--- src/rtl/qsvga_pkg.sv ---
package qsvga_pkg;

  // True when pos lies in [lo, lo+len)
  function automatic logic in_window(input int pos, input int lo, input int len);
    return (pos >= lo) && (pos < lo + len);
  endfunction

  // Sum of the four segments of a scan period
  function automatic int period_total(input int vis, input int fp, input int syn, input int bp);
    return vis + fp + syn + bp;
  endfunction

  // Index of the first sync position in a period
  function automatic int sync_first(input int vis, input int fp);
    return vis + fp;
  endfunction

endpackage

--- src/rtl/qsvga_hgen.sv ---
module qsvga_hgen
  import qsvga_pkg::*;
#(
  parameter int VIS  = 200,
  parameter int FP   = 10,
  parameter int SYN  = 32,
  parameter int BP   = 22,
  parameter int CW   = 9
) (
  input  logic          clk,
  input  logic          rst,
  output logic [CW-1:0] col,
  output logic          hsync,
  output logic          hvis,
  output logic          line_first,
  output logic          line_last
);
  localparam int TOTAL = period_total(VIS, FP, SYN, BP);
  localparam int S_LO  = sync_first(VIS, FP);
  localparam logic [CW-1:0] LAST = CW'(TOTAL - 1);

  logic [CW-1:0] cnt_q;

  always_ff @(posedge clk) begin
    if (rst)                cnt_q <= '0;
    else if (cnt_q == LAST) cnt_q <= '0;
    else                    cnt_q <= cnt_q + CW'(1);
  end

  assign col        = cnt_q;
  assign hsync      = in_window(int'(cnt_q), S_LO, SYN);
  assign hvis       = in_window(int'(cnt_q), 0, VIS);
  assign line_first = (cnt_q == '0);
  assign line_last  = (cnt_q == LAST);

  // the column steps by one inside a line
  p_step_r1: assert property (@(posedge clk) disable iff (rst)
    (cnt_q != LAST) |=> (cnt_q == $past(cnt_q) + CW'(1)));
  // the column wraps after the last position
  p_wrap_r1: assert property (@(posedge clk) disable iff (rst)
    line_last |=> line_first);
  // sync never overlaps visible columns
  p_sync_vis_r2: assert property (@(posedge clk) disable iff (rst)
    hsync |-> !hvis);

endmodule

--- src/rtl/qsvga_vgen.sv ---
module qsvga_vgen
  import qsvga_pkg::*;
#(
  parameter int VIS = 600,
  parameter int FP  = 1,
  parameter int SYN = 4,
  parameter int BP  = 23,
  parameter int LW  = 10
) (
  input  logic          clk,
  input  logic          rst,
  input  logic          adv,
  output logic [LW-1:0] line,
  output logic          vsync,
  output logic          vvis,
  output logic          at_top,
  output logic          at_blank
);
  localparam int TOTAL = period_total(VIS, FP, SYN, BP);
  localparam int S_LO  = sync_first(VIS, FP);
  localparam logic [LW-1:0] LAST  = LW'(TOTAL - 1);
  localparam logic [LW-1:0] BLANK = LW'(VIS);

  logic [LW-1:0] cnt_q;

  always_ff @(posedge clk) begin
    if (rst) cnt_q <= '0;
    else if (adv) begin
      if (cnt_q == LAST) cnt_q <= '0;
      else               cnt_q <= cnt_q + LW'(1);
    end
  end

  assign line     = cnt_q;
  assign vsync    = in_window(int'(cnt_q), S_LO, SYN);
  assign vvis     = in_window(int'(cnt_q), 0, VIS);
  assign at_top   = (cnt_q == '0);
  assign at_blank = (cnt_q == BLANK);

  // the line holds between ticks
  p_hold_r3: assert property (@(posedge clk) disable iff (rst)
    !adv |=> $stable(cnt_q));
  // the line steps on a tick below the last line
  p_step_r4: assert property (@(posedge clk) disable iff (rst)
    (adv && cnt_q != LAST) |=> (cnt_q == $past(cnt_q) + LW'(1)));
  // the frame wraps after the last line
  p_wrap_r4: assert property (@(posedge clk) disable iff (rst)
    (adv && cnt_q == LAST) |=> at_top);
  // vertical sync lies inside blanking
  p_vsync_blank_r5: assert property (@(posedge clk) disable iff (rst)
    vsync |-> !vvis);

endmodule

--- src/rtl/qsvga_marks.sv ---
module qsvga_marks (
  input  logic clk,
  input  logic rst,
  input  logic line_first,
  input  logic at_top,
  input  logic at_blank,
  output logic vbl_begin,
  output logic vbl_end
);
  assign vbl_begin = line_first && at_blank;
  assign vbl_end   = line_first && at_top;

  // the start marker is a single cycle wide
  p_begin_once_r7: assert property (@(posedge clk) disable iff (rst)
    vbl_begin |=> !vbl_begin);
  // the end marker is a single cycle wide
  p_end_once_r8: assert property (@(posedge clk) disable iff (rst)
    vbl_end |=> !vbl_end);
  // the two markers never coincide
  p_excl_r7: assert property (@(posedge clk) disable iff (rst)
    !(vbl_begin && vbl_end));

endmodule

--- src/rtl/qsvga_timing.sv ---
module qsvga_timing
  import qsvga_pkg::*;
#(
  parameter int H_VIS  = 200,
  parameter int H_FP   = 10,
  parameter int H_SYN  = 32,
  parameter int H_BP   = 22,
  parameter int V_VIS  = 600,
  parameter int V_FP   = 1,
  parameter int V_SYN  = 4,
  parameter int V_BP   = 23,
  localparam int CW = $clog2(period_total(H_VIS, H_FP, H_SYN, H_BP)),
  localparam int LW = $clog2(period_total(V_VIS, V_FP, V_SYN, V_BP))
) (
  input  logic          clk,
  input  logic          rst,
  output logic          hsync,
  output logic          vsync,
  output logic          active,
  output logic [CW-1:0] col,
  output logic [LW-1:0] line,
  output logic          line_tick,
  output logic          vbl_begin,
  output logic          vbl_end
);
  logic hvis, vvis, line_first, at_top, at_blank;

  qsvga_hgen #(.VIS(H_VIS), .FP(H_FP), .SYN(H_SYN), .BP(H_BP), .CW(CW)) u_h (
    .clk(clk), .rst(rst), .col(col), .hsync(hsync), .hvis(hvis),
    .line_first(line_first), .line_last(line_tick));

  qsvga_vgen #(.VIS(V_VIS), .FP(V_FP), .SYN(V_SYN), .BP(V_BP), .LW(LW)) u_v (
    .clk(clk), .rst(rst), .adv(line_tick), .line(line), .vsync(vsync),
    .vvis(vvis), .at_top(at_top), .at_blank(at_blank));

  qsvga_marks u_m (
    .clk(clk), .rst(rst), .line_first(line_first), .at_top(at_top),
    .at_blank(at_blank), .vbl_begin(vbl_begin), .vbl_end(vbl_end));

  assign active = hvis && vvis;

  // no visible video while either sync is high
  p_active_sync_r6: assert property (@(posedge clk) disable iff (rst)
    (hsync || vsync) |-> !active);
  // reset clears both counters on the next edge
  p_reset_r9: assert property (@(posedge clk)
    rst |=> (col == '0 && line == '0));

endmodule

--- config.mk ---
export PLATFORM = sky130hd
export DESIGN_NAME = qsvga_timing
export DESIGN_NICKNAME = d
export VERILOG_FILES = /design/src/rtl/qsvga_pkg.sv /design/src/rtl/qsvga_hgen.sv /design/src/rtl/qsvga_vgen.sv /design/src/rtl/qsvga_marks.sv /design/src/rtl/qsvga_timing.sv
export SDC_FILE = /design/constraint.sdc
export NUM_CORES = 1
export LEC_CHECK = 0
export ABC_AREA = 1
export BUFFER_PORTS_ARGS = -buffer_cell sky130_fd_sc_hd__buf_2
export CAP_MARGIN = 0
export CORE_AREA = 2 2 60 45
export DETAILED_ROUTE_END_ITERATION = 8
export DIE_AREA = 0 0 62 47
export PLACE_DENSITY = 0.78
export SKIP_LAST_GASP = 1
export SYNTH_ARGS = -nofsm -noshare
export SYNTH_HDL_FRONTEND = slang
export SYNTH_SLANG_ARGS = --single-unit
--- constraint.sdc ---
create_clock -name clk -period 2.65 [get_ports clk]
set_clock_uncertainty 0.2 [all_clocks]
set_input_delay 0.3975 -clock clk [delete_from_list [all_inputs] [get_ports clk]]
set_output_delay 0.3975 -clock clk [all_outputs]
set_load 0.03 [all_outputs]
==> impl_metrics.yaml, run 1 <==
power:
  sw_frac_of_total_pct: 26.2
  power_frac_comb_pct: 8.9
  powerDensity_mw_per_mm2: 353
  intPower_mw: 0.360
  p_sw_mw: 0.128
  seqPwrFrac_pct: 60.0
  ir_worst_vdd_uv: 249
  p_clk_share_pct: 31.0
  leakagePower_nw: 0.619
sta:
  tightestPinTransition_ns: 0.324
  finalCriticalPeriod_ns: 2.26
  hold_viol: 0
  rsz0062_at_grt: "false"
  timing.hold.ws_ns: 0.138
  drv_slew: 0
  fin_ws_ns: 0.385
  finalCritPeriodShare_pct: 85.5
  setup-violations-final: 0
  max_freq_mhz: 442
  slew_headroom_pct: 78.2
  timing.setup.tns_ns: 0
logic_synthesis:
  synth.most_common_cell: "nand2_1"
  yosys.area.top_type_share_pct: 31.7
  yosysTopAreaCell: "dfxtp_1"
  synth_edf_count: 0
  synthArstFlopShare_pct: 0
  synth_ff_type: "dfxtp_1"
  synth_fp_nets: 196
  syn_area_mm2: 0.00120
  yosys_warnings: 0
  synthCells: 189
  synth_commonest_cells: "nand2_1 (55), nor2_1 (31), inv_1 (25)"
  ys_seq_elements: 19
  syn-mean-instance-area_um2: 6.35
  yosysSeqAreaShare_pct: 31.7
  synthTopCellsByArea: "dfxtp_1 (32%), nand2_1 (17%), nor2_1 (9.7%), inv_1 (7.8%), nand3_1 (5.4%)"
  yosysUniqueCellTypes: 26
finish:
  area_delta_synth_final_pct: 15.2
  finish.utilization_pct: 58.9
  layout.cells.non_filler: 251
  seqCellArea_um2: 380
  num_antenna_cells: 0
  drive_gt1_share_pct: 17.5
  fillers: 225
  multiInputGateArea_um2: 706
  nets: 225
hold_path:
  hp-start: "rst"
  hold_end: "u_v.line[8]"
  hp-class: "input pin to flop"
  whs_path_depth: 2
floorplanning:
  die_area_mm2: 0.00291
  dieHeight_um: 47
  floorplan.initialDensity_pct: 51.1
  rows: 15
  io_pins: 27
  core_area_mm2: 0.00235
  fp.dieW_um: 62
drt:
  vias: 1216
  totalWireLength_mm: 2.72
  vias_per_cell: 4.84
  drc: 0
  post_drt_wl_per_cell_um: 10.8
  dr.pass1.iters: 4
  drt.antenna.violating_nets: 0
  first_iter_violations: 71
setup_path:
  r2r_slack_ns: 0.94
  end_kind: "output port"
  critPathKind: "flop to output port"
  worstRegToRegCells: 8
  crit-reg2reg-launch: "u_h.col[0]"
  cp_max_fo: 12
  worstPathArrival_ns: 1.67
  worstPathRequired_ns: 2.05
  cp-startpoint: "u_h.col[0]"
  crit_path_start_kind: "flop"
  r2r_end: "u_v.line[4]"
placement:
  port_buffers: 26
  pre_cts_ws_ns: 0.729
  dp.final_hpwl_mm: 2.16
  dp_cells: 247
  globalplace.congestion: 0.888
global_route:
  grt_first_pass_wirelength_mm: 4.53
  grt_pass1_vias: 972
  antenna_found_initial: 0
  grt_max_degree: 13
  grtUsageTotal_pct: 21.4
  gr-total-overflow: 0
clock_network:
  cts.sinks: 19
  path_clk_slew_ns: 0.11
  cts_max_level: 1
  insertion_delay_ns: 0.30
  post_cts_buffers: 0
  cts_resized: 0
  cts_hold_buffers: 0
  cts.path.max_buffers: 2
  cts-buffers-inserted: 3
  cts_tree: "built"
  cts_root_buf: "clkbuf_4"
job:
  drv_cap: 0
status:
  status: "finished, final reports clean"
placed cells by master, fill, tap and decap left out, drive strengths merged:
| cell type | synthesis | routed |
|---|---|---|
| o211ai | 1 | 1 |
| clkinv | 1 | 1 |
| xnor2 | 1 | 1 |
| nor3b | 2 | 2 |
| nor3 | 5 | 5 |
| o2111ai | 1 | 1 |
| inv | 25 | 25 |
| dfxtp | 19 | 19 |
| nand3 | 14 | 14 |
| clkbuf | 0 | 4 |
| nand2 | 59 | 59 |
| o21bai | 2 | 2 |
| buf | 2 | 26 |
| or2 | 1 | 1 |
| nor4 | 1 | 1 |
| nand3b | 1 | 1 |
| nor2 | 34 | 34 |
| o21ai | 3 | 3 |
| a21oi | 7 | 7 |
| ha | 5 | 5 |
| nand4 | 5 | 5 |
layout make-up:
type	instances	area share (%)
flip-flops and latches	19	27.5
repair buffers	26	9.41
multi-input cells	142	51.0
well taps	34	3.08
inverters	26	7.06
clock buffers	4	1.90
critical path, cell delays in order (launching register included):
cell and delay, ns:
dfxtp_1 0.40, ha_1 0.19, nand2_1 0.08, clkinv_1 0.09
nand2_1 0.09, nor2_4 0.25, buf_2 0.26
flip-flops by register name, indices dropped and copies added, names as in the netlist:
signal and flops:
u_v.line 10, u_h.col 9
cell families after synthesis:
family | count (synthesis) | synth area share, %
buffers and inverters | 28 | 9.49
DFF | 19 | 31.7
xor gates and xnor gates | 1 | 0.730
adders and majority gates | 5 | 5.21
and+or+nand+nor | 122 | 46.1
AOI/OAI and AO/OA | 14 | 6.78
per-stage QoR:
| stage | power [mW] | cell area (um^2) |
|---|---|---|
| final | 0.488 | 1380 |
| after global placement | 0.343 | 1360 |
| after detailed placement | 0.344 | 1360 |
| after CTS | 0.494 | 1380 |
| after floorplan | 0.330 | 1200 |
| after global routing | 0.512 | 1380 |
worst max path at each step:
stage | endpoint | slack [ns] | depth (start not counted)
2_1_floorplan | vbl_begin | 0.39 | 4
3_3_place_gp | line_tick | 0.76 | 6
3_5_place_dp | line_tick | 0.73 | 6
4_1_cts | line_tick | 0.37 | 6
5_1_grt | line_tick | 0.24 | 6
6_report | line_tick | 0.39 | 6
power groups by stage:
stage	logic (mW)	clock network [mW]	registers, mW
2_1_floorplan	0.0230	0	0.307
3_3_place_gp	0.0440	0	0.300
3_5_place_dp	0.0438	0	0.300
4_1_cts	0.0440	0.157	0.293
5_1_grt	0.0485	0.170	0.294
6_report	0.0436	0.152	0.293
metal layers:
layer | global-route usage (%) | share of wire, % | vias up
met5 | 0 | 0 | -
met4 | 2.55 | 0.55 | 0
met3 | 6.06 | 6.8 | 2
met2 | 27.3 | 38 | 31
met1 | 35.3 | 54 | 532
li1 | - | - | 651
(Power assumes the default switching activity.)
==> run 2: changes to the inputs <==
--- a/config.mk
+++ b/config.mk
@@ -11,7 +11,7 @@
 export CORE_AREA = 2 2 60 45
 export DETAILED_ROUTE_END_ITERATION = 8
 export DIE_AREA = 0 0 62 47
-export PLACE_DENSITY = 0.78
+export PLACE_DENSITY = 0.75
 export SKIP_LAST_GASP = 1
 export SYNTH_ARGS = -nofsm -noshare
 export SYNTH_HDL_FRONTEND = slang
==> run 2 against run 1 <==
  * Power rose by 0.79%
  * Via count up 4.7%
  * Sequential cell count stayed put
  * Cell area is essentially flat
  * Cell count unchanged
  * Die area is the same
  * Utilization is 0.053 points higher
  * Combinational power increased by 2%
  * Hold slack lost 0.0059 ns
  * Largest power group unchanged
  * Clock power is essentially flat
  * Critical path type unchanged
==> impl_metrics.yaml, run 2 (synthesized netlist as in run 1, its figures left out) <==
power:
  totalPowerFinal_mw: 0.492
  p_clk_share_pct: 31.2
  p_sw_mw: 0.134
  powerDensity_mw_per_mm2: 356
  sw_frac_of_total_pct: 27.2
  power_frac_comb_pct: 9.0
  seqPwrFrac_pct: 59.8
  ir_worst_vdd_uv: 218
  leakagePower_nw: 0.622
  intPower_mw: 0.358
setup_path:
  critPathSlowestCell: "dfxtp_1"
  crit-reg2reg-launch: "u_h.col[0]"
  r2r_end: "u_v.line[4]"
  endpoint: "line_tick"
  worstPathCellList: "ha_1 > nand2_1 > clkinv_1 > nand2_1 > nor2_4 > buf_2"
  crit_family: "flip-flops"
  end_kind: "output port"
  path_buf_inv: 2
  cp_max_fo: 12
  critPathKind: "flop to output port"
  crit_cells: 6
  crit_path_start_kind: "flop"
  r2r_slack_ns: 0.87
  cp-startpoint: "u_h.col[0]"
  worstRegToRegCells: 8
  worstPathArrival_ns: 1.75
  worstPathRequired_ns: 2.05
  cpPeakStageDelay_ns: 0.44
  cpMostUsedCell: "nand2_1"
finish:
  fillers: 238
  mostFrequentLayoutCells: "nand2_1 (55), nor2_1 (31), buf_2 (26)"
  drive_gt1_share_pct: 18.0
  final_common_cell: "nand2_1"
  largest_reg_flops: 10
  seqCellArea_um2: 380
  area_delta_synth_final_pct: 15.3
  nets: 225
  num_antenna_cells: 0
  multiInputGateArea_um2: 706
drt:
  vias_per_cell: 5.07
  route.met3.wl_um: 310
  drc: 0
  first_iter_violations: 96
  routed-wl-met2_mm: 1.33
  vias: 1273
  totalWireLength_mm: 3.03
  post_drt_wl_per_cell_um: 12.1
  dr.pass1.iters: 6
  top_layer: "met4"
  wl_met1_mm: 1.38
  drt.antenna.violating_nets: 0
floorplanning:
  io_pins: 27
  floorplan.initialDensity_pct: 51.1
  rows: 15
  dieHeight_um: 47
  core_area_mm2: 0.00235
  fp.dieW_um: 62
  die_area_mm2: 0.00291
sta:
  finalCriticalPeriod_ns: 2.34
  setup-violations-final: 0
  hold_viol: 0
  drv_slew: 0
  max_freq_mhz: 427
  tightestPinTransition_ns: 0.300
  rsz0062_at_grt: "false"
  finalCritPeriodShare_pct: 88.4
  slew_headroom_pct: 80.0
  timing.setup.tns_ns: 0
clock_network:
  path_clk_slew_ns: 0.12
  cts_root_buf: "clkbuf_4"
  cts.sinks: 19
  post_cts_buffers: 0
  cts_max_level: 1
  cts_hold_buffers: 0
  cts.path.max_buffers: 2
  insertion_delay_ns: 0.31
  cts_resized: 0
  cts-buffers-inserted: 3
  cts_tree: "built"
placement:
  globalplace.congestion: 0.872
  dp.final_hpwl_mm: 2.38
  port_buffers: 26
global_route:
  grtUsageTotal_pct: 22.2
  antenna_found_initial: 0
  gr-total-overflow: 0
  grt_pass1_vias: 1030
  grt_max_degree: 13
  grt_first_pass_wirelength_mm: 4.70
hold_path:
  hp-class: "input pin to flop"
status:
  status: "finished, final reports clean"
job:
  drv_cap: 0
## run 2: worst min-delay path by stage
stage / cells past startpoint / slack [ns] / startpoint / end
after floorplan: 1 / 0.27 / rst / u_v.line[0]
after global placement: 1 / 0.25 / u_h.col[0] / u_h.col[0]
after detailed placement: 1 / 0.28 / u_h.col[0] / u_h.col[0]
after CTS: 2 / 0.12 / rst / u_v.line[8]
after global routing: 2 / 0.12 / rst / u_v.line[8]
final: 2 / 0.13 / rst / u_v.line[8]
## run 2: layout make-up
class	instances	area share, %
multi-input cells	142	51.0
well taps	34	3.07
clock buffers	3	1.63
inverters	26	7.05
flip-flops and latches	19	27.5
clock inverters	1	0.362
repair buffers	26	9.40
## run 2: worst register-to-register path, stage by stage (launching register included)
cell and delay (ns):
dfxtp_1 0.44, ha_1 0.22, nand2_1 0.08, clkinv_1 0.10, nand2_1 0.09, nor2_4 0.25
nand3_1 0.15, nor2_1 0.11, nor2_1 0.06
## run 2: stage by stage
step	hold WS, ns	cell area, um^2	instances	util (%)	worst slack [ns]
6_report	0.132	1380	251	59.0	0.307
3_5_place_dp	0.282	1360	247	57.8	0.673
5_1_grt	0.124	1380	251	59.0	0.152
3_3_place_gp	0.251	1360	247	57.8	0.777
2_1_floorplan	0.267	1200	189	-	0.391
4_1_cts	0.125	1380	251	59.0	0.329
## run 2: layer usage
layer | vias to the layer above | global-route usage [%]
li1 | 653 | -
met1 | 559 | 33.1
met4 | 0 | 3.83
met3 | 2 | 6.34
met5 | - | 0
met2 | 59 | 32.3
## run 2: power groups by stage
stage	logic, mW	registers, mW	clock network, mW
floorplan	0.0230	0.307	0
global placement	0.0429	0.299	0
detailed placement	0.0442	0.301	0
CTS	0.0447	0.294	0.157
global route	0.0480	0.295	0.171
finish	0.0445	0.294	0.154
==> run 3: changes to the inputs <==
--- a/config.mk
+++ b/config.mk
@@ -5,12 +5,13 @@
 export SDC_FILE = /design/constraint.sdc
 export NUM_CORES = 1
 export LEC_CHECK = 0
-export ABC_AREA = 1
+export ABC_AREA = 0
 export BUFFER_PORTS_ARGS = -buffer_cell sky130_fd_sc_hd__buf_2
 export CAP_MARGIN = 0
-export CORE_AREA = 2 2 60 45
+export CORE_AREA = 2 2 58 43
 export DETAILED_ROUTE_END_ITERATION = 8
-export DIE_AREA = 0 0 62 47
+export DIE_AREA = 0 0 60 45
+export GPL_TIMING_DRIVEN = 0
 export PLACE_DENSITY = 0.75
 export SKIP_LAST_GASP = 1
 export SYNTH_ARGS = -nofsm -noshare
==> run 3 against run 2 <==
  * Die area fell by 7.3%
  * Hold slack got worse by 0.052 ns
  * Count of clock-buffer cells in the layout up 1
  * Sequential share of layout area is 1.3 points higher
  * Largest cell class unchanged
  * Largest power group unchanged
==> impl_metrics.yaml, run 3 <==
floorplanning:
  fp.dieW_um: 60
  floorplan.initialDensity_pct: 51.3
  io_pins: 27
  core_area_mm2: 0.00212
  rows: 14
  die_area_mm2: 0.00270
  dieHeight_um: 45
global_route:
  grt_pass1_vias: 792
  grtUsageTotal_pct: 17.9
  antenna_found_initial: 0
  grt_first_pass_wirelength_mm: 3.60
  gr-total-overflow: 0
  grt_max_degree: 11
drt:
  totalWireLength_mm: 2.29
  dr.pass1.iters: 4
  first_iter_violations: 42
  drt.antenna.violating_nets: 0
  vias: 999
  drc: 0
  vias_per_cell: 5.29
  post_drt_wl_per_cell_um: 12.1
sta:
  max_freq_mhz: 388
  drv_slew: 0
  finalCriticalPeriod_ns: 2.58
  setup-violations-final: 0
  hold_viol: 0
  tightestPinTransition_ns: 0.409
  finalCritPeriodShare_pct: 97.2
  timing.setup.tns_ns: 0
  slew_headroom_pct: 72.7
clock_network:
  cts_root_buf: "clkbuf_4"
  cts_hold_buffers: 0
  cts.sinks: 19
  cts.path.max_buffers: 2
  path_clk_slew_ns: 0.11
  cts-buffers-inserted: 3
  cts_tree: "built"
  cts_max_level: 1
  insertion_delay_ns: 0.30
setup_path:
  cpPeakStageDelay_ns: 0.53
  worstPathArrival_ns: 1.98
  critPathSlowestCell: "or4_4"
  cp_max_fo: 10
  cpMostUsedCell: "buf_6"
  crit-reg2reg-launch: "u_v.line[5]"
  worstPathRequired_ns: 2.05
  cp-startpoint: "u_h.col[6]"
  end_kind: "output port"
  crit_path_start_kind: "flop"
  worstPathCellList: "or4_4 > buf_6 > nand4bb_4 > and4b_1 > buf_6"
  critPathKind: "flop to output port"
power:
  leakagePower_nw: 0.543
  powerDensity_mw_per_mm2: 374
  ir_worst_vdd_uv: 374
  totalPowerFinal_mw: 0.498
placement:
  globalplace.congestion: 0.875
  dp.final_hpwl_mm: 1.72
  place_area_mm2: 0.00126
  dp_cells: 184
  port_buffers: 26
logic_synthesis:
  synthArstFlopShare_pct: 0
  ys_seq_elements: 19
  yosys.area.top_type_share_pct: 35.0
  yosys_warnings: 0
  syn_area_mm2: 0.00109
  yosysUniqueCellTypes: 35
  synthTopCellsByArea: "dfxtp_1 (35%), xnor2_1 (8.1%), nor2_1 (5.9%), ha_1 (5.8%), nor4_1 (3.5%)"
  yosysTopAreaCell: "dfxtp_1"
  syn-mean-instance-area_um2: 8.63
  synth_ff_type: "dfxtp_1"
  synth_edf_count: 0
  yosysSeqAreaShare_pct: 35.0
  synth_commonest_cells: "dfxtp_1 (19), nor2_1 (17), xnor2_1 (10)"
  synth.most_common_cell: "dfxtp_1"
  synth_fp_nets: 133
  synthCells: 126
finish:
  final_area_mm2: 0.00133
  drive_gt1_share_pct: 28.7
  largest_reg_flops: 10
  finish.utilization_pct: 62.9
  fillers: 201
  area_delta_synth_final_pct: 22.6
  layout.cells.non_filler: 189
  final_common_cell: "buf_2"
  num_antenna_cells: 0
  mostFrequentLayoutCells: "buf_2 (24), dfxtp_1 (18), nor2_1 (17)"
  nets: 165
hold_path:
  hp-class: "input pin to flop"
  hp-start: "rst"
status:
  status: "finished, final reports clean"
job:
  drv_cap: 0
run 3: cell types whose count changed after synthesis, moves of 4 or more:
cell	before	now
clkbuf_1	0	4
nand2_1	55	8
inv_1	25	8
nor2_1	31	17
nor4_1	1	6
nand3_1	13	7
xnor2_1	1	10
run 3: metal layers:
metal / track usage [%] / share of wire (%) / up-vias
li1: - / - / 503
met1: 25.3 / 49 / 468
met2: 27.4 / 44 / 26
met3: 5.16 / 5.5 / 2
met4: 4.00 / 0.83 / 0
met5: 0 / 0 / -
run 3: area by class of cell:
cell class	instances	area, um^2	share of cell area, %
clock buffers	4	26.3	1.97
repair buffers	27	146	11.0
well taps	32	40.0	3.00
plain buffers	5	26.3	1.97
flip-flops and latches	19	384	28.8
inverters	9	33.8	2.54
multi-input cells	93	676	50.7
run 3: final timing paths:
kind | end | cells past startpoint | slack [ns]
worst min-delay path | u_h.col[2] | 2 | 0.08
worst max-delay path | vbl_end | 5 | 0.07
worst min register to register | u_h.col[0] | 1 | 0.31
worst max register to register | u_v.line[7] | 5 | 0.63
run 3: worst max-delay path, delay by kind of cell (launching register included):
family / cells / cell delay [ns]
buf+inv: 2 / 0.29
flops: 1 / 0.37
simple gates: 3 / 1.01
run 3: power by group:
group          switching, mW  internal (mW)
sequential           0.00465          0.288
combinational         0.0332         0.0212
clock                 0.0921         0.0586
total                  0.130          0.368
run 3: cell families after synthesis:
group                      share of synthesized area, %
AOI/OAI and AO/OA                                  8.98
xor gates and xnor gates                           10.5
adders and majority gates                          5.75
buffers and inverters                              5.52
DFF                                                35.0
muxes                                              1.04
and+or+nand+nor                                    33.3
run 3: timing repair:
item / in CTS / in global routing
gates resized for setup: 3 / 4
setup buffers: 0 / 1
endpoints found under the hold margin: 0 / 0
setup endpoints to repair: 2 / 2
pin swaps: 1 / 0
run 3: per-stage QoR:
step	hold slack (ns)	setup WS (ns)
after global placement	0.276	0.295
after floorplan	0.267	0.0552
after detailed placement	0.288	0.288
after CTS	0.0763	0.00830
after global routing	0.0700	-0.00170
final	0.0800	0.0734
